==> config.mk <==
export PLATFORM = sky130hd
export DESIGN_NAME = sdram_init_seq
export DESIGN_NICKNAME = d
export VERILOG_FILES = /design/src/rtl/sdram_init_pkg.sv /design/src/rtl/sdram_init_ctrl.sv /design/src/rtl/sdram_init_pins.sv /design/src/rtl/sdram_init_seq.sv
export SDC_FILE = /design/constraint.sdc
export NUM_CORES = 1
export LEC_CHECK = 0
export ABC_CLOCK_PERIOD_IN_PS = 4700
export CORE_MARGIN = 5
export CORE_UTILIZATION = 49
export CTS_CLUSTER_DIAMETER = 200
export DETAILED_ROUTE_END_ITERATION = 6
export DONT_BUFFER_PORTS = 1
export GPL_TIMING_DRIVEN = 0
export PLACE_DENSITY_LB_ADDON = 0.3
export SLEW_MARGIN = 30
export SYNTH_ARGS = -nofsm -noshare
export SYNTH_HDL_FRONTEND = slang
export SYNTH_SLANG_ARGS = --single-unit
export TNS_END_PERCENT = 50
==> constraint.sdc <==
create_clock -name clk -period 4.7 [get_ports clk]
set_input_delay 0.705 -clock clk [delete_from_list [all_inputs] [get_ports clk]]
set_output_delay 0.705 -clock clk [all_outputs]
set_load 0.02 [all_outputs]
==> src/rtl/sdram_init_pkg.sv <==
`timescale 1ns/1ps
package sdram_init_pkg;

  // {csN, rasN, casN, weN}
  localparam logic [3:0] CMD_INH = 4'b1111;
  localparam logic [3:0] CMD_NOP = 4'b0111;
  localparam logic [3:0] CMD_PRE = 4'b0010;
  localparam logic [3:0] CMD_REF = 4'b0001;
  localparam logic [3:0] CMD_LMR = 4'b0000;

  localparam int unsigned NUM_REFRESH = 2;
  localparam int unsigned ALL_BANK_BIT = 10;

  typedef enum logic [2:0] {
    ST_WAIT, ST_PRE, ST_RP, ST_REF, ST_RFC, ST_LMR, ST_MRD, ST_DONE
  } initState_t;

  // One strobe per cycle from control to the pin datapath
  typedef struct packed {
    logic inhibit;
    logic nop;
    logic pre;
    logic refresh;
    logic lmr;
    logic done;
  } cmdStrobe_t;

  // Stabilization time in cycles, rounded up
  function automatic int unsigned waitCycles(input int unsigned freqHz, input int unsigned us);
    longint unsigned prod;
    prod = longint'(freqHz) * longint'(us);
    return int'((prod + 64'd999_999) / 64'd1_000_000);
  endfunction

  function automatic int unsigned maxOf4(input int unsigned a, b, c, d);
    int unsigned m;
    m = a;
    if (b > m) m = b;
    if (c > m) m = c;
    if (d > m) m = d;
    return m;
  endfunction

  function automatic logic [31:0] modeWord(input logic [2:0] burstLen, input logic burstType,
                                           input logic [2:0] casLat);
    return {25'b0, casLat, burstType, burstLen};
  endfunction

endpackage

==> src/rtl/sdram_init_ctrl.sv <==
`timescale 1ns/1ps
module sdram_init_ctrl
  import sdram_init_pkg::*;
#(
  parameter int unsigned WAIT_CYC = 5000,
  parameter int unsigned TRP_CYC  = 3,
  parameter int unsigned TRFC_CYC = 8,
  parameter int unsigned TMRD_CYC = 2
) (
  input  logic       clk,
  input  logic       rst,
  input  logic       clkStable,
  output cmdStrobe_t strobe
);

  localparam int unsigned MAX_CNT = maxOf4(WAIT_CYC, TRP_CYC, TRFC_CYC, TMRD_CYC);
  localparam int unsigned CNT_W   = $clog2(MAX_CNT + 1);
  localparam int unsigned REF_W   = $clog2(NUM_REFRESH + 1);

  localparam logic [CNT_W-1:0] WAIT_LAST = CNT_W'(WAIT_CYC - 1);
  localparam logic [CNT_W-1:0] RP_LAST   = CNT_W'(TRP_CYC - 1);
  localparam logic [CNT_W-1:0] RFC_LAST  = CNT_W'(TRFC_CYC - 1);
  localparam logic [CNT_W-1:0] MRD_LAST  = CNT_W'(TMRD_CYC - 1);
  localparam logic [REF_W-1:0] REF_ALL   = REF_W'(NUM_REFRESH);

  initState_t       state;
  logic [CNT_W-1:0] cnt;
  logic [REF_W-1:0] refIdx;

  always_ff @(posedge clk) begin
    if (rst) begin
      state  <= ST_WAIT;
      cnt    <= '0;
      refIdx <= '0;
    end else begin
      case (state)
        ST_WAIT: begin
          // a dropout restarts the stabilization count
          if (!clkStable) begin
            cnt <= '0;
          end else if (cnt == WAIT_LAST) begin
            cnt   <= '0;
            state <= ST_PRE;
          end else begin
            cnt <= cnt + 1'b1;
          end
        end
        ST_PRE: state <= ST_RP;
        ST_RP: begin
          if (cnt == RP_LAST) begin
            cnt   <= '0;
            state <= ST_REF;
          end else begin
            cnt <= cnt + 1'b1;
          end
        end
        ST_REF: begin
          refIdx <= refIdx + 1'b1;
          state  <= ST_RFC;
        end
        ST_RFC: begin
          if (cnt == RFC_LAST) begin
            cnt   <= '0;
            state <= (refIdx == REF_ALL) ? ST_LMR : ST_REF;
          end else begin
            cnt <= cnt + 1'b1;
          end
        end
        ST_LMR: state <= ST_MRD;
        ST_MRD: begin
          if (cnt == MRD_LAST) begin
            cnt   <= '0;
            state <= ST_DONE;
          end else begin
            cnt <= cnt + 1'b1;
          end
        end
        default: state <= ST_DONE;
      endcase
    end
  end

  always_comb begin
    strobe = '0;
    case (state)
      ST_WAIT: begin
        strobe.inhibit = !clkStable;
        strobe.nop     = clkStable;
      end
      ST_PRE:                strobe.pre     = 1'b1;
      ST_REF:                strobe.refresh = 1'b1;
      ST_LMR:                strobe.lmr     = 1'b1;
      ST_RP, ST_RFC, ST_MRD: strobe.nop     = 1'b1;
      default: begin
        strobe.nop  = 1'b1;
        strobe.done = 1'b1;
      end
    endcase
  end

endmodule

==> src/rtl/sdram_init_pins.sv <==
`timescale 1ns/1ps
module sdram_init_pins
  import sdram_init_pkg::*;
#(
  parameter int unsigned ADDR_W = 13,
  parameter int unsigned BANK_W = 2,
  parameter logic [ADDR_W-1:0] MODE_WORD = '0
) (
  input  logic              clk,
  input  logic              rst,
  input  cmdStrobe_t        strobe,
  output logic              csN,
  output logic              rasN,
  output logic              casN,
  output logic              weN,
  output logic              cke,
  output logic [ADDR_W-1:0] addr,
  output logic [BANK_W-1:0] bank,
  output logic              doneFlag
);

  localparam logic [ADDR_W-1:0] PRE_ALL_ADDR = ADDR_W'(1) << ALL_BANK_BIT;

  logic [3:0] cmdNext;
  logic [ADDR_W-1:0] addrNext;

  always_comb begin
    cmdNext  = CMD_NOP;
    addrNext = '0;
    if (strobe.inhibit) begin
      cmdNext = CMD_INH;
    end else if (strobe.pre) begin
      cmdNext  = CMD_PRE;
      addrNext = PRE_ALL_ADDR;
    end else if (strobe.refresh) begin
      cmdNext = CMD_REF;
    end else if (strobe.lmr) begin
      cmdNext  = CMD_LMR;
      addrNext = MODE_WORD;
    end else if (strobe.nop) begin
      cmdNext = CMD_NOP;
    end
  end

  always_ff @(posedge clk) begin
    if (rst) begin
      {csN, rasN, casN, weN} <= CMD_INH;
      cke      <= 1'b1;
      addr     <= '0;
      bank     <= '0;
      doneFlag <= 1'b0;
    end else begin
      {csN, rasN, casN, weN} <= cmdNext;
      cke      <= 1'b1;
      addr     <= addrNext;
      bank     <= '0;
      doneFlag <= doneFlag | strobe.done;
    end
  end

endmodule

==> src/rtl/sdram_init_seq.sv <==
`timescale 1ns/1ps
module sdram_init_seq
  import sdram_init_pkg::*;
#(
  parameter int unsigned CLK_FREQ_HZ    = 50_000_000,
  parameter int unsigned STABLE_US      = 100,
  parameter int unsigned TRP_CYC        = 3,
  parameter int unsigned TRFC_CYC       = 8,
  parameter int unsigned TMRD_CYC       = 2,
  parameter int unsigned ADDR_W         = 13,
  parameter int unsigned BANK_W         = 2,
  parameter logic [2:0]  BURST_LEN_CODE = 3'd3,
  parameter logic        BURST_TYPE     = 1'b0,
  parameter logic [2:0]  CAS_LAT        = 3'd3
) (
  input  logic              clk,
  input  logic              rst,
  input  logic              clkStable,
  output logic              sdramCsN,
  output logic              sdramRasN,
  output logic              sdramCasN,
  output logic              sdramWeN,
  output logic              sdramCke,
  output logic [ADDR_W-1:0] sdramAddr,
  output logic [BANK_W-1:0] sdramBank,
  output logic              initDone
);

  localparam int unsigned WAIT_CYC = waitCycles(CLK_FREQ_HZ, STABLE_US);
  localparam logic [ADDR_W-1:0] MODE_WORD =
    ADDR_W'(modeWord(BURST_LEN_CODE, BURST_TYPE, CAS_LAT));

  cmdStrobe_t strobe;

  sdram_init_ctrl #(
    .WAIT_CYC (WAIT_CYC),
    .TRP_CYC  (TRP_CYC),
    .TRFC_CYC (TRFC_CYC),
    .TMRD_CYC (TMRD_CYC)
  ) ctrlI (
    .clk       (clk),
    .rst       (rst),
    .clkStable (clkStable),
    .strobe    (strobe)
  );

  sdram_init_pins #(
    .ADDR_W    (ADDR_W),
    .BANK_W    (BANK_W),
    .MODE_WORD (MODE_WORD)
  ) pinsI (
    .clk      (clk),
    .rst      (rst),
    .strobe   (strobe),
    .csN      (sdramCsN),
    .rasN     (sdramRasN),
    .casN     (sdramCasN),
    .weN      (sdramWeN),
    .cke      (sdramCke),
    .addr     (sdramAddr),
    .bank     (sdramBank),
    .doneFlag (initDone)
  );

endmodule

==> qor.json, run 1 <==
{
  "floorplanning": {
    "die_area_um2": 3840,
    "core_um2": 2520,
    "fp-row-count": 18,
    "die-width_um": 62.0,
    "floorplan.initialDensity": 0.524,
    "io_pins": 24,
    "dieHeight_um": 62.0
  },
  "route": {
    "vias": 1075,
    "detail_route.drc_violations": 0,
    "detail_route.wirelength_mm": 2.54,
    "avgRoutedWirePerCell_um": 12.5,
    "number_of_nets_with_antenna_violations_after_routing": 0,
    "first_iter_violations": 52,
    "drtPass1Iterations": 4,
    "vias_per_std_cell": 5.30
  },
  "place": {
    "buffer_ports.inserted": 0,
    "routabilityCongestion": 0.831,
    "placed_area_um2": 1390,
    "hpwl_after_detailed_placement_mm": 1.88,
    "placedCellCount": 199,
    "placement.setup.worst_slack_ns": 2.50
  },
  "worst_hold_path": {
    "min-delay-start": "ctrlI.refIdx[1]",
    "worst_hold_path.endpoint": "ctrlI.refIdx[1]",
    "type_of_the_tightest_min_delay_check": "flip-flop to flip-flop",
    "hold_path_depth": 2
  },
  "cts": {
    "tritoncts_clock_tree": "yes",
    "cts-resized-gates": 0,
    "clock_h_tree_levels": 1,
    "numCtsBuffers": 3,
    "cts.root.buffer_cell": "sky130_fd_sc_hd__clkbuf_4",
    "cts_max_path_buffers": 2,
    "number_of_clock_sinks": 25,
    "setup_repair_bufs_after_cts": 0,
    "clk_transition_reported_paths_ns": 0.15,
    "cts-hold-fix-buffers": 0,
    "clk_lat_worst_skew_ns": 0.33
  },
  "timing": {
    "layout_worst_path_cycle_share": 0.481,
    "setup_slack_ns": 2.44,
    "final-hold-violation-count": 0,
    "max_slew.worst_pin.slew_ns": 0.497,
    "timing.fmax_mhz": 442,
    "grt_setup_unrepaired": "false",
    "setup_violations": 0,
    "min_period_ns": 2.26,
    "worst_clock_skew_ns": 0.00892,
    "hold_slack_ns": 0.516,
    "slew_viol_final": 0,
    "timing.slew.headroom": 0.668,
    "timing.setup.tns_ns": 0
  },
  "worst_setup_path": {
    "reg2reg_depth": 8,
    "end_kind": "flip-flop",
    "timing.critical_path.buf_inv": 1,
    "crit_path_start_kind": "flip-flop",
    "critPathTopFamily": "compound AO/OA/AOI/OAI gates",
    "regToRegEndpoint": "ctrlI.cnt[12]",
    "library_cell_contributing_the_largest_single_delay_on_the_critical_path": "sky130_fd_sc_hd__dfxtp_1",
    "timing.reg2reg.setup_slack_ns": 2.44,
    "timing.critical_path.fanout_max": 5,
    "worst-setup-path-type": "flip-flop to flip-flop",
    "worst_ep_arrival_time_ns": 2.52,
    "critical_path.reg2reg.startpoint": "ctrlI.cnt[1]",
    "worst_ep_required_time_ns": 4.95,
    "critical_path.cell_chain": "inv_1 -> ha_1 -> nor2b_1 -> o31ai_2 -> nor3_1 -> o31a_1 -> or3_4 -> o41ai_2",
    "cpPeakStageDelay_ns": 0.43
  },
  "synth": {
    "yosys.area_share.adder": 0.0378,
    "yosys_warnings": 0,
    "synth.ff_latch_count": 25,
    "synth-xor-area-share": 0.0530,
    "synthMuxAreaShare": 0,
    "synth.cell_area_um2": 1320,
    "postSynth.asyncResetShare": 0,
    "synth.avg_cell_area_um2": 8.27,
    "postSynthCellCount": 160,
    "ys_dominant_reg_cell": "sky130_fd_sc_hd__dfxtp_1",
    "ys_seq_area_frac": 0.378,
    "synth_top_family_by_area": "simple AND/OR/NAND/NOR gates",
    "synth-edff-count": 0,
    "synth-compound-area-share": 0.149,
    "synthDistinctLibCells": 38,
    "post_synth_simple_gate_area": 0.256
  },
  "global_route": {
    "grt_use_total": 0.142,
    "antenna_found_initial": 0,
    "grt_pass1_wl_mm": 4.15,
    "grt-ovfl-total": 0,
    "first_global_vias": 958,
    "pin_count_of_the_biggest_net_entering_global_routing": 16
  },
  "cells_and_area": {
    "instances_no_fill": 203,
    "area.growth.synth_to_final_pct": 7.66,
    "design.final.nets": 181,
    "insertedDiodeCount": 0,
    "fin_area_um2": 1420,
    "postLayoutCoreUtil": 0.564,
    "post_route_cells_drive_above_1_share": 0.145
  },
  "pwr": {
    "p_leak_nw": 0.551,
    "pwr_density_cell_nw_per_um2": 242,
    "worst_ir_drop_vdd_mv": 0.206,
    "total_power_mw": 0.345
  },
  "job": {
    "maxCapViolations": 0
  },
  "status": {
    "run_status": "completed"
  }
}
[where the power goes]
| part | internal [mW] | total, mW | leakage (nW) | switching (mW) |
|---|---|---|---|---|
| combinational | 0.0106 | 0.0261 | 0.336 | 0.0155 |
| sequential | 0.213 | 0.215 | 0.202 | 0.00189 |
| clock | 0.0326 | 0.103 | 0.0139 | 0.0708 |
[final cells by class]
| type | count | area [um^2] |
|---|---|---|
| Multi-Input combinational cell | 118 | 698 |
| Clock inverter | 1 | 7.51 |
| Buffer | 18 | 128 |
| Sequential cell | 25 | 500 |
| Tap cell | 30 | 37.5 |
| Inverter | 8 | 30.0 |
| Fill cell | 227 | 1100 |
| Clock buffer | 3 | 22.5 |
[kinds of logic after synthesis]
group,count (synthesis)
AO/OA/AOI/OAI,26
flip-flops,25
XOR/XNOR,8
other,2
AND/OR/NAND/NOR,69
buffers and inverters,26
adder cells (fa/ha/maj),4
[Yosys cell counts (3+ instances only)]
cell / count / area [um^2]
sky130_fd_sc_hd__buf_4: 14 / 105
sky130_fd_sc_hd__nand3_1: 5 / 25.0
sky130_fd_sc_hd__or3_1: 3 / 18.8
sky130_fd_sc_hd__nand2b_1: 4 / 25.0
sky130_fd_sc_hd__ha_1: 4 / 50.1
sky130_fd_sc_hd__o32ai_1: 3 / 26.3
sky130_fd_sc_hd__xnor2_1: 6 / 52.6
sky130_fd_sc_hd__a21oi_1: 6 / 30.0
sky130_fd_sc_hd__nand2_1: 17 / 63.8
sky130_fd_sc_hd__nor2_1: 19 / 71.3
sky130_fd_sc_hd__dfxtp_1: 25 / 500
sky130_fd_sc_hd__o21ai_0: 5 / 25.0
sky130_fd_sc_hd__nor4_1: 3 / 18.8
sky130_fd_sc_hd__clkbuf_1: 3 / 11.3
sky130_fd_sc_hd__nor3_1: 5 / 25.0
sky130_fd_sc_hd__nor2b_1: 4 / 25.0
sky130_fd_sc_hd__inv_1: 8 / 30.0
[cell usage in the layout (no fill, tap or decap), types with 2 or more instances in the layout]
| cell type | netlist | layout |
|---|---|---|
| sky130_fd_sc_hd__ha_1 | 4 | 4 |
| sky130_fd_sc_hd__nor4_1 | 3 | 3 |
| sky130_fd_sc_hd__nor2b_1 | 4 | 4 |
| sky130_fd_sc_hd__nor2_1 | 19 | 19 |
| sky130_fd_sc_hd__o31a_1 | 2 | 2 |
| sky130_fd_sc_hd__a211oi_1 | 2 | 2 |
| sky130_fd_sc_hd__and3_1 | 2 | 2 |
| sky130_fd_sc_hd__nand2b_1 | 4 | 4 |
| sky130_fd_sc_hd__conb_1 | 2 | 11 |
| sky130_fd_sc_hd__clkbuf_1 | 3 | 3 |
| sky130_fd_sc_hd__dfxtp_1 | 25 | 25 |
| sky130_fd_sc_hd__a21oi_1 | 6 | 6 |
| sky130_fd_sc_hd__xnor2_1 | 6 | 6 |
| sky130_fd_sc_hd__xor2_1 | 2 | 2 |
| sky130_fd_sc_hd__nand3_1 | 5 | 5 |
| sky130_fd_sc_hd__nor3_1 | 5 | 5 |
| sky130_fd_sc_hd__or3_1 | 3 | 3 |
| sky130_fd_sc_hd__o21ai_0 | 5 | 5 |
| sky130_fd_sc_hd__nand2_1 | 17 | 17 |
| sky130_fd_sc_hd__inv_1 | 8 | 8 |
| sky130_fd_sc_hd__buf_4 | 14 | 14 |
| sky130_fd_sc_hd__clkbuf_4 | 0 | 3 |
| sky130_fd_sc_hd__o32ai_1 | 3 | 3 |
[state kept, by name, indices dropped and copies added (netlist names)]
name            flops
ctrlI.cnt          13
ctrlI.refIdx        2
ctrlI.state         3
pinsI.addr          2
pinsI.casN          1
pinsI.csN           1
pinsI.doneFlag      1
pinsI.rasN          1
pinsI.weN           1
[tightest hold or removal path, cell delays in order (launching register included)]
cell                       delay [ns]
sky130_fd_sc_hd__dfxtp_1         0.34
sky130_fd_sc_hd__nor2_1          0.10
sky130_fd_sc_hd__a211oi_1        0.05
[metal layers]
layer | global-route usage | routed length [um] | up-vias
li1 | - | - | 550
met1 | 0.193 | 1160 | 482
met2 | 0.220 | 1150 | 38
met3 | 0.0372 | 200 | 5
met4 | 0.0455 | 37 | 0
met5 | 0 | 0 | -
[worst max path at each step]
| stage | end | slack (ns) | startpoint | cells past startpoint |
|---|---|---|---|---|
| floorplan | ctrlI.cnt[12] | 2.68 | ctrlI.cnt[1] | 8 |
| global placement | ctrlI.cnt[12] | 2.58 | ctrlI.cnt[1] | 8 |
| detailed placement | ctrlI.cnt[12] | 2.50 | ctrlI.cnt[1] | 8 |
| CTS | ctrlI.cnt[12] | 2.46 | ctrlI.cnt[1] | 8 |
| global route | ctrlI.cnt[8] | 2.32 | ctrlI.cnt[1] | 7 |
| finish | ctrlI.cnt[12] | 2.44 | ctrlI.cnt[1] | 8 |
Note: power is estimated with default switching activity, not from simulation.
==> inputs of run 2 (changes only) <==
Settings changed: ABC_CLOCK_PERIOD_IN_PS 4700 to 2000.
Clock period 4.7 ns to 2 ns, I/O delays scaled along.
==> qor.json, run 2 (synthesis results as in run 1) <==
{
  "place": {
    "placement.setup.worst_slack": {"value": -0.131, "unit": "ns", "change": "was 2.50 ns"},
    "buffer_ports.inserted": {"value": 0, "change": "unchanged"},
    "hpwl_after_detailed_placement": {"value": 1.90, "unit": "mm", "change": "was 1.88 mm"},
    "routabilityCongestion": {"value": 0.834, "change": "was 0.831"}
  },
  "route": {
    "detail_route.wirelength": {"value": 2.64, "unit": "mm", "change": "was 2.54 mm"},
    "first_iter_violations": {"value": 52, "change": "unchanged"},
    "detail_route.drc_violations": {"value": 0, "change": "unchanged"},
    "number_of_nets_with_antenna_violations_after_routing": {"value": 0, "change": "unchanged"},
    "vias_per_std_cell": {"value": 5.28, "change": "was 5.30"},
    "avgRoutedWirePerCell": {"value": 12.6, "unit": "um", "change": "was 12.5 um"},
    "vias": {"value": 1104, "change": "was 1,075"},
    "drtPass1Iterations": {"value": 4, "change": "unchanged"}
  },
  "worst_setup_path": {
    "worst_setup_path_start": {"value": "ctrlI.cnt[1]", "change": "unchanged"},
    "reg2reg_depth": {"value": 8, "change": "unchanged"},
    "timing.critical_path.fanout_max": {"value": 4, "change": "was 5"},
    "end_kind": {"value": "flip-flop", "change": "unchanged"},
    "crit_path_start_kind": {"value": "flip-flop", "change": "unchanged"},
    "timing.critical_path.to": {"value": "ctrlI.cnt[9]", "change": "was ctrlI.cnt[12]"},
    "worst_ep_required_time": {"value": 2.25, "unit": "ns", "change": "was 4.95 ns"},
    "worst-setup-path-type": {"value": "flip-flop to flip-flop", "change": "unchanged"},
    "regToRegEndpoint": {"value": "ctrlI.cnt[9]", "change": "was ctrlI.cnt[12]"},
    "critical_path.reg2reg.startpoint": {"value": "ctrlI.cnt[1]", "change": "unchanged"},
    "worst_ep_arrival_time": {"value": 2.25, "unit": "ns", "change": "was 2.52 ns"},
    "timing.reg2reg.setup_slack": {"value": 0.002, "unit": "ns", "change": "was 2.44 ns"}
  },
  "cells_and_area": {
    "flip_flop_count_of_the_largest_register_all_copies_and_words_added": {"value": 13, "change": "unchanged"},
    "fillers": {"value": 211, "change": "was 227"},
    "area.growth.synth_to_final": {"value": 15.6, "unit": "%", "change": "was 7.66%"},
    "highest_count_cells_in_the_layout_ignoring_fill_and_taps": {"value": "sky130_fd_sc_hd__dfxtp_1 (23), sky130_fd_sc_hd__buf_4 (20), sky130_fd_sc_hd__nor2_1 (19)", "change": "was sky130_fd_sc_hd__dfxtp_1 (25), sky130_fd_sc_hd__nor2_1 (19), sky130_fd_sc_hd__nand2_1 (17)"},
    "max_flop_register": {"value": "ctrlI.cnt", "change": "unchanged"},
    "layout.cells.most_common": {"value": "sky130_fd_sc_hd__dfxtp_1", "change": "unchanged"},
    "design.final.nets": {"value": 187, "change": "was 181"},
    "insertedDiodeCount": {"value": 0, "change": "unchanged"},
    "post_route_cells_drive_above_1_share": {"value": 0.235, "change": "was 0.145"},
    "postLayoutCoreUtil": {"value": 0.606, "change": "was 0.564"},
    "largestRegisters": {"value": "ctrlI.cnt: 13 flops, ctrlI.state: 3 flops", "change": "unchanged"}
  },
  "global_route": {
    "grt_pass1_wl": {"value": 4.40, "unit": "mm", "change": "was 4.15 mm"},
    "antenna_found_initial": {"value": 0, "change": "unchanged"},
    "grt-ovfl-total": {"value": 0, "change": "unchanged"},
    "first_global_vias": {"value": 1007, "change": "was 958"},
    "grt_use_total": {"value": 0.154, "change": "was 0.142"},
    "pin_count_of_the_biggest_net_entering_global_routing": {"value": 15, "change": "was 16"}
  },
  "floorplanning": {
    "core": {"value": 2520, "unit": "um^2", "change": "unchanged"},
    "dieHeight": {"value": 62.0, "unit": "um", "change": "unchanged"},
    "io_pins": {"value": 24, "change": "unchanged"},
    "fp-row-count": {"value": 18, "change": "unchanged"},
    "floorplan.initialDensity": {"value": 0.524, "change": "unchanged"},
    "die-width": {"value": 62.0, "unit": "um", "change": "unchanged"},
    "die_area": {"value": 3840, "unit": "um^2", "change": "unchanged"}
  },
  "cts": {
    "clk_lat_worst_skew": {"value": 0.33, "unit": "ns", "change": "about the same"},
    "numCtsBuffers": {"value": 3, "change": "unchanged"},
    "cts_max_path_buffers": {"value": 2, "change": "unchanged"},
    "clock_h_tree_levels": {"value": 1, "change": "unchanged"},
    "number_of_clock_sinks": {"value": 25, "change": "unchanged"},
    "tritoncts_clock_tree": {"value": "yes", "change": "unchanged"},
    "cts.root.buffer_cell": {"value": "sky130_fd_sc_hd__clkbuf_4", "change": "unchanged"},
    "cts-hold-fix-buffers": {"value": 0, "change": "unchanged"},
    "clk_transition_reported_paths": {"value": 0.14, "unit": "ns", "change": "was 0.15 ns"}
  },
  "timing": {
    "layout_worst_path_cycle_share": {"value": 0.999, "change": "was 0.481"},
    "final-hold-violation-count": {"value": 0, "change": "unchanged"},
    "slew_viol_final": {"value": 0, "change": "unchanged"},
    "worst_clock_skew": {"value": 0.00353, "unit": "ns", "change": "was 0.00892 ns"},
    "timing.setup.tns": {"value": 0, "unit": "ns", "change": "unchanged"},
    "grt_setup_unrepaired": {"value": "true", "change": "was false"},
    "timing.fmax": {"value": 501, "unit": "MHz", "change": "was 442 MHz"},
    "min_period": {"value": 2.00, "unit": "ns", "change": "was 2.26 ns"},
    "setup_violations": {"value": 0, "change": "unchanged"},
    "setup_slack": {"value": 0.00221, "unit": "ns", "change": "was 2.44 ns"}
  },
  "status": {
    "run_status": {"value": "completed", "change": "unchanged"}
  },
  "worst_hold_path": {
    "type_of_the_tightest_min_delay_check": {"value": "input pin to flip-flop", "change": "was flip-flop to flip-flop"},
    "min-delay-start": {"value": "rst", "change": "was ctrlI.refIdx[1]"}
  },
  "pwr": {
    "worst_ir_drop_vdd": {"value": 0.338, "unit": "mV", "change": "was 0.206 mV"},
    "pwr_density_cell": {"value": 530, "unit": "nW/um^2", "change": "was 242 nW/um^2"},
    "p_leak": {"value": 0.593, "unit": "nW", "change": "was 0.551 nW"}
  },
  "job": {
    "maxCapViolations": {"value": 0, "change": "unchanged"}
  }
}
run 2: changes by cell type in the layout (fill, tap and decap cells not counted), sizes merged:
cell	change
buf	+6
clkinv	+1
clkinvlp	-1
run 2: final cells by class:
| type | instances | area [um^2] | area share |
|---|---|---|---|
| Multi-Input combinational cell | 118 | 758 | 0.496 |
| Sequential cell | 25 | 503 | 0.329 |
| Buffer | 18 | 128 | 0.0835 |
| Timing Repair Buffer | 6 | 45.0 | 0.0295 |
| Tap cell | 30 | 37.5 | 0.0245 |
| Inverter | 8 | 30.0 | 0.0196 |
| Clock buffer | 3 | 22.5 | 0.0147 |
| Clock inverter | 1 | 5.00 | 0.00327 |
run 2: report_power, final:
part           internal [mW]  switching, mW  leakage [nW]
clock network         0.0752          0.159        0.0177
registers              0.502        0.00527         0.203
logic                 0.0306         0.0394         0.372
total                  0.607          0.203         0.593
run 2: worst min-delay path by stage:
stage,endpoint,slack [ns],cells after the start
final,pinsI.rasN,0.12,2
after global routing,pinsI.rasN,0.11,2
after CTS,pinsI.rasN,0.11,2
after detailed placement,pinsI.rasN,0.46,2
after global placement,pinsI.rasN,0.46,2
after floorplan,pinsI.rasN,0.44,2
run 2: what timing repair did:
| action | in CTS | in global routing |
|---|---|---|
| resized for setup | 1 | 12 |
| setup buffers | 3 | 3 |
| pin swaps | 2 | 9 |
| endpoints found under the setup margin | 10 | 13 |
run 2: per-stage QoR:
stage / std cells / power [mW] / hold slack (ns) / instance area, um^2
final: 209 / 0.811 / 0.115 / 1530
after global routing: 209 / 0.846 / 0.112 / 1530
after CTS: 206 / 0.806 / 0.111 / 1450
after detailed placement: 199 / 0.577 / 0.459 / 1400
after global placement: 199 / 0.576 / 0.464 / 1400
after floorplan: 169 / 0.571 / 0.441 / 1360
run 2: worst max-delay path, stage by stage, from the launching register on:
cell                       delay, ns
sky130_fd_sc_hd__dfxtp_2        0.38
sky130_fd_sc_hd__inv_2          0.05
sky130_fd_sc_hd__ha_4           0.15
sky130_fd_sc_hd__nor2b_4        0.12
sky130_fd_sc_hd__o31ai_4        0.25
sky130_fd_sc_hd__nor3_2         0.08
sky130_fd_sc_hd__o31a_1         0.26
sky130_fd_sc_hd__or3_4          0.41
sky130_fd_sc_hd__o311ai_2       0.21
run 2: layer usage:
layer,part of all wire,vias to the layer above,GRT usage,routed length (um)
met4,0.012,0,0.0758,31
met5,0,-,0,0
met3,0.054,4,0.0351,143
met1,0.45,514,0.191,1190
met2,0.48,27,0.250,1270
li1,-,559,-,-
